<file path="config.mk">
export PLATFORM = sky130hd
export DESIGN_NAME = aes_keysched
export DESIGN_NICKNAME = d
export VERILOG_FILES = /design/src/rtl/aes_ks_pkg.sv /design/src/rtl/aes_ks_rcon.sv /design/src/rtl/aes_ks_wordgen.sv /design/src/rtl/aes_ks_store.sv /design/src/rtl/aes_keysched.sv
export SDC_FILE = /design/constraint.sdc
export NUM_CORES = 2
export LEC_CHECK = 0
export CAP_MARGIN = 20
export CORE_MARGIN = 5
export CORE_UTILIZATION = 45
export DETAILED_ROUTE_END_ITERATION = 8
export DONT_BUFFER_PORTS = 1
export PLACE_DENSITY = 0.58
export SETUP_SLACK_MARGIN = 0.02
export SKIP_CTS_REPAIR_TIMING = 1
export SLEW_MARGIN = 15
export SYNTH_ARGS = -nofsm -noshare
export SYNTH_HDL_FRONTEND = slang
export SYNTH_SLANG_ARGS = --single-unit
</file>
<file path="constraint.sdc">
create_clock -name clk -period 3.9 [get_ports clk]
set_input_delay 0.78 -clock clk [delete_from_list [all_inputs] [get_ports clk]]
set_output_delay 0.78 -clock clk [all_outputs]
set_load 0.005 [all_outputs]
</file>
<file path="src/rtl/aes_ks_pkg.sv">
package aes_ks_pkg;

   localparam int WORD_W = 32;

   typedef logic [WORD_W-1:0] word_t;

   // cyclic left rotation by one byte
   function automatic word_t rot_byte(input word_t w);
      return {w[23:0], w[31:24]};
   endfunction

   // multiply by x in GF(2^8) modulo x^8+x^4+x^3+x+1
   function automatic logic [7:0] gf_dbl(input logic [7:0] b);
      return {b[6:0], 1'b0} ^ (b[7] ? 8'h1b : 8'h00);
   endfunction

endpackage

</file>
<file path="src/rtl/aes_ks_rcon.sv">
module aes_ks_rcon
   import aes_ks_pkg::*;
(
   input  logic       clk,
   input  logic       rst_n,
   input  logic       load,
   input  logic       step,
   output logic [7:0] rcon
);

   logic [7:0] rc_q;

   always_ff @(posedge clk or negedge rst_n) begin
      if (!rst_n)    rc_q <= 8'h01;
      else if (load) rc_q <= 8'h01;
      else if (step) rc_q <= gf_dbl(rc_q);
   end

   assign rcon = rc_q;

endmodule

</file>
<file path="src/rtl/aes_ks_wordgen.sv">
module aes_ks_wordgen
   import aes_ks_pkg::*;
(
   input  word_t      w_prev,
   input  word_t      w_back,
   input  logic [7:0] rcon,
   input  logic       use_rcon,
   input  logic       use_sub,
   output word_t      sbox_in,
   input  word_t      sbox_out,
   output word_t      new_word
);

   word_t mix;

   always_comb begin
      sbox_in = use_rcon ? rot_byte(w_prev) : w_prev;
      if (use_sub)
         mix = sbox_out ^ (use_rcon ? {rcon, 24'h0} : '0);
      else
         mix = w_prev;
      new_word = w_back ^ mix;
   end

endmodule

</file>
<file path="src/rtl/aes_ks_store.sv">
module aes_ks_store
   import aes_ks_pkg::*;
#(
   parameter int NRK    = 15,
   parameter int RD_REG = 0,
   localparam int NW    = 4 * NRK,
   localparam int AW    = $clog2(NW),
   localparam int IW    = $clog2(NRK)
) (
   input  logic              clk,
   input  logic              rst_n,
   input  logic              ld_en,
   input  logic              ld_wide,
   input  word_t [7:0]       ld_words,
   input  logic              wr_en,
   input  logic [AW-1:0]     wr_addr,
   input  word_t             wr_data,
   input  logic [IW-1:0]     rd_idx,
   output logic [4*WORD_W-1:0] rd_key
);

   word_t mem [NW];
   logic [4*WORD_W-1:0] rd_comb;

   for (genvar j = 0; j < NW; j++) begin : g_word
      if (j < 8) begin : g_keyslot
         always_ff @(posedge clk or negedge rst_n) begin
            if (!rst_n)                             mem[j] <= '0;
            else if (ld_en && (j < 4 || ld_wide))   mem[j] <= ld_words[j];
            else if (wr_en && wr_addr == AW'(j))    mem[j] <= wr_data;
         end
      end else begin : g_genslot
         always_ff @(posedge clk or negedge rst_n) begin
            if (!rst_n)                             mem[j] <= '0;
            else if (wr_en && wr_addr == AW'(j))    mem[j] <= wr_data;
         end
      end
   end

   always_comb begin
      rd_comb = '0;
      for (int k = 0; k < 4; k++) begin
         if (int'(rd_idx) < NRK)
            rd_comb[(3-k)*WORD_W +: WORD_W] = mem[AW'(int'(rd_idx) * 4 + k)];
      end
   end

   if (RD_REG != 0) begin : g_rd_reg
      always_ff @(posedge clk or negedge rst_n) begin
         if (!rst_n) rd_key <= '0;
         else        rd_key <= rd_comb;
      end
   end else begin : g_rd_comb
      assign rd_key = rd_comb;
   end

endmodule

</file>
<file path="src/rtl/aes_keysched.sv">
module aes_keysched
   import aes_ks_pkg::*;
#(
   parameter int KEY_W      = 256,
   parameter int NR128_KEYS = 11,
   parameter int NR256_KEYS = 15,
   parameter int RD_REG     = 0,
   localparam int NW        = 4 * NR256_KEYS,
   localparam int AW        = $clog2(NW),
   localparam int IW        = $clog2(NR256_KEYS)
) (
   input  logic               clk,
   input  logic               rst_n,
   input  logic               init_i,
   input  logic               wide_i,
   input  logic [KEY_W-1:0]   key_i,
   output logic               sbox_req_o,
   output logic [WORD_W-1:0]  sbox_in_o,
   input  logic [WORD_W-1:0]  sbox_out_i,
   input  logic [IW-1:0]      rk_idx_i,
   output logic [4*WORD_W-1:0] rk_o,
   output logic               ready_o
);

   localparam logic [AW-1:0] LAST_N = AW'(4 * NR128_KEYS - 1);
   localparam logic [AW-1:0] LAST_W = AW'(NW - 1);

   if (KEY_W != 8 * WORD_W) begin : g_chk_key
      $error("aes_keysched: KEY_W must be 256");
   end
   if (NR128_KEYS != 11 || NR256_KEYS != 15) begin : g_chk_rounds
      $error("aes_keysched: round-key counts must be 11 and 15");
   end
   if (RD_REG != 0 && RD_REG != 1) begin : g_chk_rd
      $error("aes_keysched: RD_REG must be 0 or 1");
   end

   word_t [7:0]   kw;
   word_t [7:0]   win_q;
   logic          busy_q, wide_q;
   logic [AW-1:0] idx_q;
   logic          start, use_rcon, use_sub, last;
   logic [7:0]    rcon;
   word_t         w_back, new_word;

   for (genvar j = 0; j < 8; j++) begin : g_kw
      assign kw[j] = key_i[KEY_W-1-WORD_W*j -: WORD_W];
   end

   assign start    = init_i && !busy_q;
   assign use_rcon = busy_q && (wide_q ? (idx_q[2:0] == 3'd0) : (idx_q[1:0] == 2'd0));
   assign use_sub  = use_rcon || (busy_q && wide_q && idx_q[2:0] == 3'd4);
   assign last     = idx_q == (wide_q ? LAST_W : LAST_N);
   assign w_back   = wide_q ? win_q[0] : win_q[4];

   always_ff @(posedge clk or negedge rst_n) begin
      if (!rst_n) begin
         busy_q <= 1'b0;
         wide_q <= 1'b0;
         idx_q  <= '0;
         win_q  <= '0;
      end else if (start) begin
         busy_q <= 1'b1;
         wide_q <= wide_i;
         idx_q  <= wide_i ? AW'(8) : AW'(4);
         win_q  <= wide_i ? kw : {kw[3:0], {4{32'h0}}};
      end else if (busy_q) begin
         win_q <= {new_word, win_q[7:1]};
         idx_q <= idx_q + 1'b1;
         if (last) busy_q <= 1'b0;
      end
   end

   aes_ks_rcon u_rcon (
      .clk   (clk),
      .rst_n (rst_n),
      .load  (start),
      .step  (use_rcon),
      .rcon  (rcon)
   );

   aes_ks_wordgen u_gen (
      .w_prev   (win_q[7]),
      .w_back   (w_back),
      .rcon     (rcon),
      .use_rcon (use_rcon),
      .use_sub  (use_sub),
      .sbox_in  (sbox_in_o),
      .sbox_out (sbox_out_i),
      .new_word (new_word)
   );

   aes_ks_store #(.NRK(NR256_KEYS), .RD_REG(RD_REG)) u_store (
      .clk      (clk),
      .rst_n    (rst_n),
      .ld_en    (start),
      .ld_wide  (wide_i),
      .ld_words (kw),
      .wr_en    (busy_q),
      .wr_addr  (idx_q),
      .wr_data  (new_word),
      .rd_idx   (rk_idx_i),
      .rd_key   (rk_o)
   );

   assign sbox_req_o = use_sub;
   assign ready_o    = !busy_q;

endmodule

</file>
==> impl_metrics.py <==
metrics = {
    "setup_path": {
        "critical_path_class": "input port to output pin",
        "critPathMaxFanout": 20,
        "critical-path-max-stage-delay_ps": 590,
        "timing.critical_path.depth": 8,
        "critical_path.reg2reg.endpoint": "u_store.mem[396]",
        "path_common_cell": "buf_16",
        "cp-start-kind": "input port",
        "worst-r2r-cell-count": 8,
        "cp.required_ps": 3120,
        "slowest_stage": "mux4_2",
        "worst-endpoint-arrival_ps": 3110,
        "r2r-start": "idx_q[0]",
        "cp.buffers_inverters": 5,
        "cpLargestDelayFamily": "buffers and inverters",
        "setup.worst_path.end_class": "output pin",
        "timing.critical_path.cells": "buf_16 -> buf_16 -> buf_16 -> mux4_2 -> mux2i_1 -> o22ai_1 -> buf_4 -> buf_4",
        "rrSetupSlack_ps": 690,
    },
    "pwr": {
        "totalPowerFinal_mw": 103,
        "p_sw_mw": 41.2,
        "vdd_ir_drop_max_v": 0.000811,
        "pwr_density_cell_nw_per_um2": 889,
        "part_of_the_power_in_combinational_logic_pct": 38.7,
        "leakage_nw": 52.1,
        "netSwitchingFraction_pct": 40.1,
        "cell_internal_pwr_mw": 61.5,
        "p_clk_share_pct": 21.5,
        "seq_power_share_pct": 39.8,
    },
    "floorplanning": {
        "row_count": 177,
        "placeableCoreArea_um2": 232000,
        "die_height_um": 492,
        "floorplan.die_area_um2": 243000,
        "initial_core_util_pct": 45.1,
        "floorplan.io_pins": 458,
        "die_w_um": 492,
    },
    "grt": {
        "grt_pass1_vias": 75000,
        "grt_antenna_before_repair": 28,
        "grt_start_max_net_pins": 515,
        "global_route.usage.total_pct": 28.7,
        "grt_overflow_total": 0,
        "first_pass_grt_wire_length_mm": 520,
    },
    "hold_path": {
        "worstHoldPathCells": 2,
        "holdPathEnd": "u_store.mem[1797]",
        "min_from": "key_i[133]",
        "min_path_type": "input port to flop",
    },
    "timing": {
        "setup_repair_after_global_routing_missed_its_margin": "false",
        "final_min_period_over_clock_period_pct": 99.7,
        "post_layout_minimum_cycle_time_ps": 3890,
        "whs_ps": 25.1,
        "clock.fmax_ghz": 0.257,
        "timing.clock.skew_ps": 41.7,
        "final_hold_viol_count": 0,
        "timing_worst_slew_pin_value_ps": 1490,
        "slew-limit-headroom_pct": 0.887,
        "setup_viol": 0,
        "maxSlewViolCount": 0,
        "layout_setup_ws_ps": 12.3,
    },
    "drt": {
        "detail_route.wirelength_mm": 366,
        "drt_pre_antenna_iters": 7,
        "initialDrtViolationCount": 7929,
        "avgRoutedWirePerCell_um": 28.6,
        "route.antenna.remaining_nets": 0,
        "post-route-drc-count": 0,
        "post_drt_via_cell_ratio": 6.13,
        "route.vias.total": 78400,
    },
    "yosys": {
        "synthDominantAreaCellType": "dfrtp_1",
        "netlist-cell-type-count": 50,
        "synth-seq-cells": 2192,
        "yosysWarningCount": 0,
        "ys.flop_type": "dfrtp_1",
        "post_synth_xor_area_fraction_pct": 0.0502,
        "synthDominantCellAreaShare_pct": 52.3,
        "muxShareOfSynthArea_pct": 13.7,
        "count_of_flip_flops_with_a_built_in_enable_after_synthesis": 0,
        "synth-compound-area-share_pct": 17.3,
        "synthesis.nets": 10300,
        "synthArstFlopShare_pct": 100,
        "netlist_instances": 9974,
        "synth_top_family_by_area": "compound AO/OA/AOI/OAI gates",
        "synth_sequential_area_ratio_pct": 52.4,
        "syn-mean-instance-area_um2": 10.5,
        "yosys.area_share.adder_pct": 0.0478,
        "netlist_top_cells_area": "dfrtp_1, mux4_2, nand2_1",
        "netlist_area_um2": 105000,
        "synth_simple_gate_area_share_pct": 11.1,
    },
    "cts": {
        "clock_sink_count": 2192,
        "cts.root.buffer_cell": "clkbuf_16",
        "ctsHtreeMaxLevel": 4,
        "path_clk_slew_ps": 60,
        "clk_latency_ps": 880,
        "cts_buffer_depth": 3,
        "tritoncts_clock_tree": "yes",
        "cts_inserted_buffers": 226,
    },
    "cells_and_area": {
        "final_net_count": 9843,
        "area_growth_pct": 10.3,
        "drive_gt1_share_pct": 13.6,
        "n_fill_cell": 20900,
    },
    "status": {
        "run_status": "completed",
    },
    "placement": {
        "dp_hpwl_mm": 225,
        "buffer_ports.inserted": 0,
        "gpl.final_weighted_congestion": 0.869,
        "preCtsSetupSlack_ps": -2000,
    },
    "job": {
        "max_cap_violations": 0,
    },
}
==> per-layer routing <==
layer	share of wire (%)	track usage (%)	routed length (um)	vias to the layer above
met2	48	46.9	175000	2956
met1	40	37.2	147000	39900
met5	0.040	0	147	-
li1	-	-	-	34800
met4	5.1	12.5	18800	14
met3	7.0	5.75	25500	728
==> flip-flops by register name, indices dropped and copies added (netlist names) <==
name	cells
busy_q	1
idx_q	6
u_rcon.rcon	8
u_store.mem	1920
wide_q	1
win_q	256
==> how the worst max path moves through the flow <==
| stage | from | endpoint | slack, ps |
|---|---|---|---|
| floorplan | rk_idx_i[0] | rk_o[104] | 760 |
| CTS | rst_n | u_store.mem[551] | -1060 |
| detailed placement | rst_n | u_store.mem[552] | -2000 |
| finish | rk_idx_i[0] | rk_o[74] | 10 |
| global route | rk_idx_i[0] | rk_o[4] | 20 |
| global placement | rst_n | u_store.mem[551] | -1830 |
==> worst reg2reg max path, delay by kind of cell (launching register included) <==
kind | cells | cell delay, ps
buf+inv | 3 | 790
fa+ha+maj | 1 | 240
compound gates | 1 | 110
flops | 1 | 440
simple gates | 3 | 1480
==> layout make-up <==
| cell class | count | area [um2] | share of cell area, % |
|---|---|---|---|
| Antenna cell | 22 | 55.1 | 0.0477 |
| Tap cell | 3043 | 3810 | 3.30 |
| Multi-Input combinational cell | 6719 | 44500 | 38.6 |
| Clock inverter | 62 | 706 | 0.611 |
| Clock buffer | 355 | 6820 | 5.90 |
| Inverter | 7 | 26.3 | 0.0228 |
| Sequential cell | 2192 | 54900 | 47.5 |
| Timing Repair Buffer | 397 | 4690 | 4.06 |
==> through the flow <==
step	util [%]	instances	instance area (um2)	setup TNS, ps
after floorplan	-	9974	105000	0
final	49.8	12800	115000	0
after global routing	49.7	12800	115000	0
after detailed placement	45.9	12300	107000	-1406300
after global placement	45.9	12300	107000	-1237250
after CTS	49.2	12700	114000	-305520
==> synth_stat cells, drive strengths merged (9+ instances only) <==
library cell	n
clkbuf	569
nor2b	131
mux4	414
buf	487
a21boi	32
a21oi	140
mux2i	476
dfrtp	2191
nand3	161
nand2b	9
o22ai	98
o211ai	33
and3b	9
a22o	145
o21a	144
o31ai	489
or3	28
o2bb2ai	98
and3	84
nand3b	12
nand2	2327
and2	29
mux2	16
o21ai	1751
a2bb2oi	64
==> cell usage in the layout, fill, tap and decap left out, types with 18 or more instances in the layout <==
cell type	instances
o31ai_2	18
o211ai_1	33
o21a_1	144
clkbuf_1	66
mux4_2	414
a22o_1	145
o2bb2ai_1	98
dfrtp_1	2188
o31ai_1	471
buf_4	286
o21ai_0	496
clkbuf_16	258
nor2b_1	129
mux2i_1	472
o21ai_1	1255
o22ai_1	96
diode_2	22
buf_12	50
or3_1	24
a2bb2oi_1	64
clkbuf_8	59
and2_2	27
nand2_2	43
and3_1	76
nand2_1	2280
a21oi_1	131
clkinv_2	36
buf_16	29
nand3_1	161
a21boi_0	22
==> logic make-up after synthesis <==
logic type / count (synthesis)
muxes: 906
DFF: 2192
adders and majority gates: 4
xor gates and xnor gates: 6
AOI/OAI and AO/OA: 2995
buffers and inverters: 1063
and+or+nand+nor: 2808
==> power by group through the flow <==
stage / combinational [mW] / sequential (mW) / clock, mW
CTS: 39.2 / 40.6 / 22.3
floorplan: 29.9 / 38.2 / 0
detailed placement: 39.1 / 41.0 / 0
finish: 39.7 / 40.9 / 22.1
global route: 43.3 / 41.9 / 23.3
global placement: 38.1 / 40.3 / 0
Power figures use the tool's default switching activity.
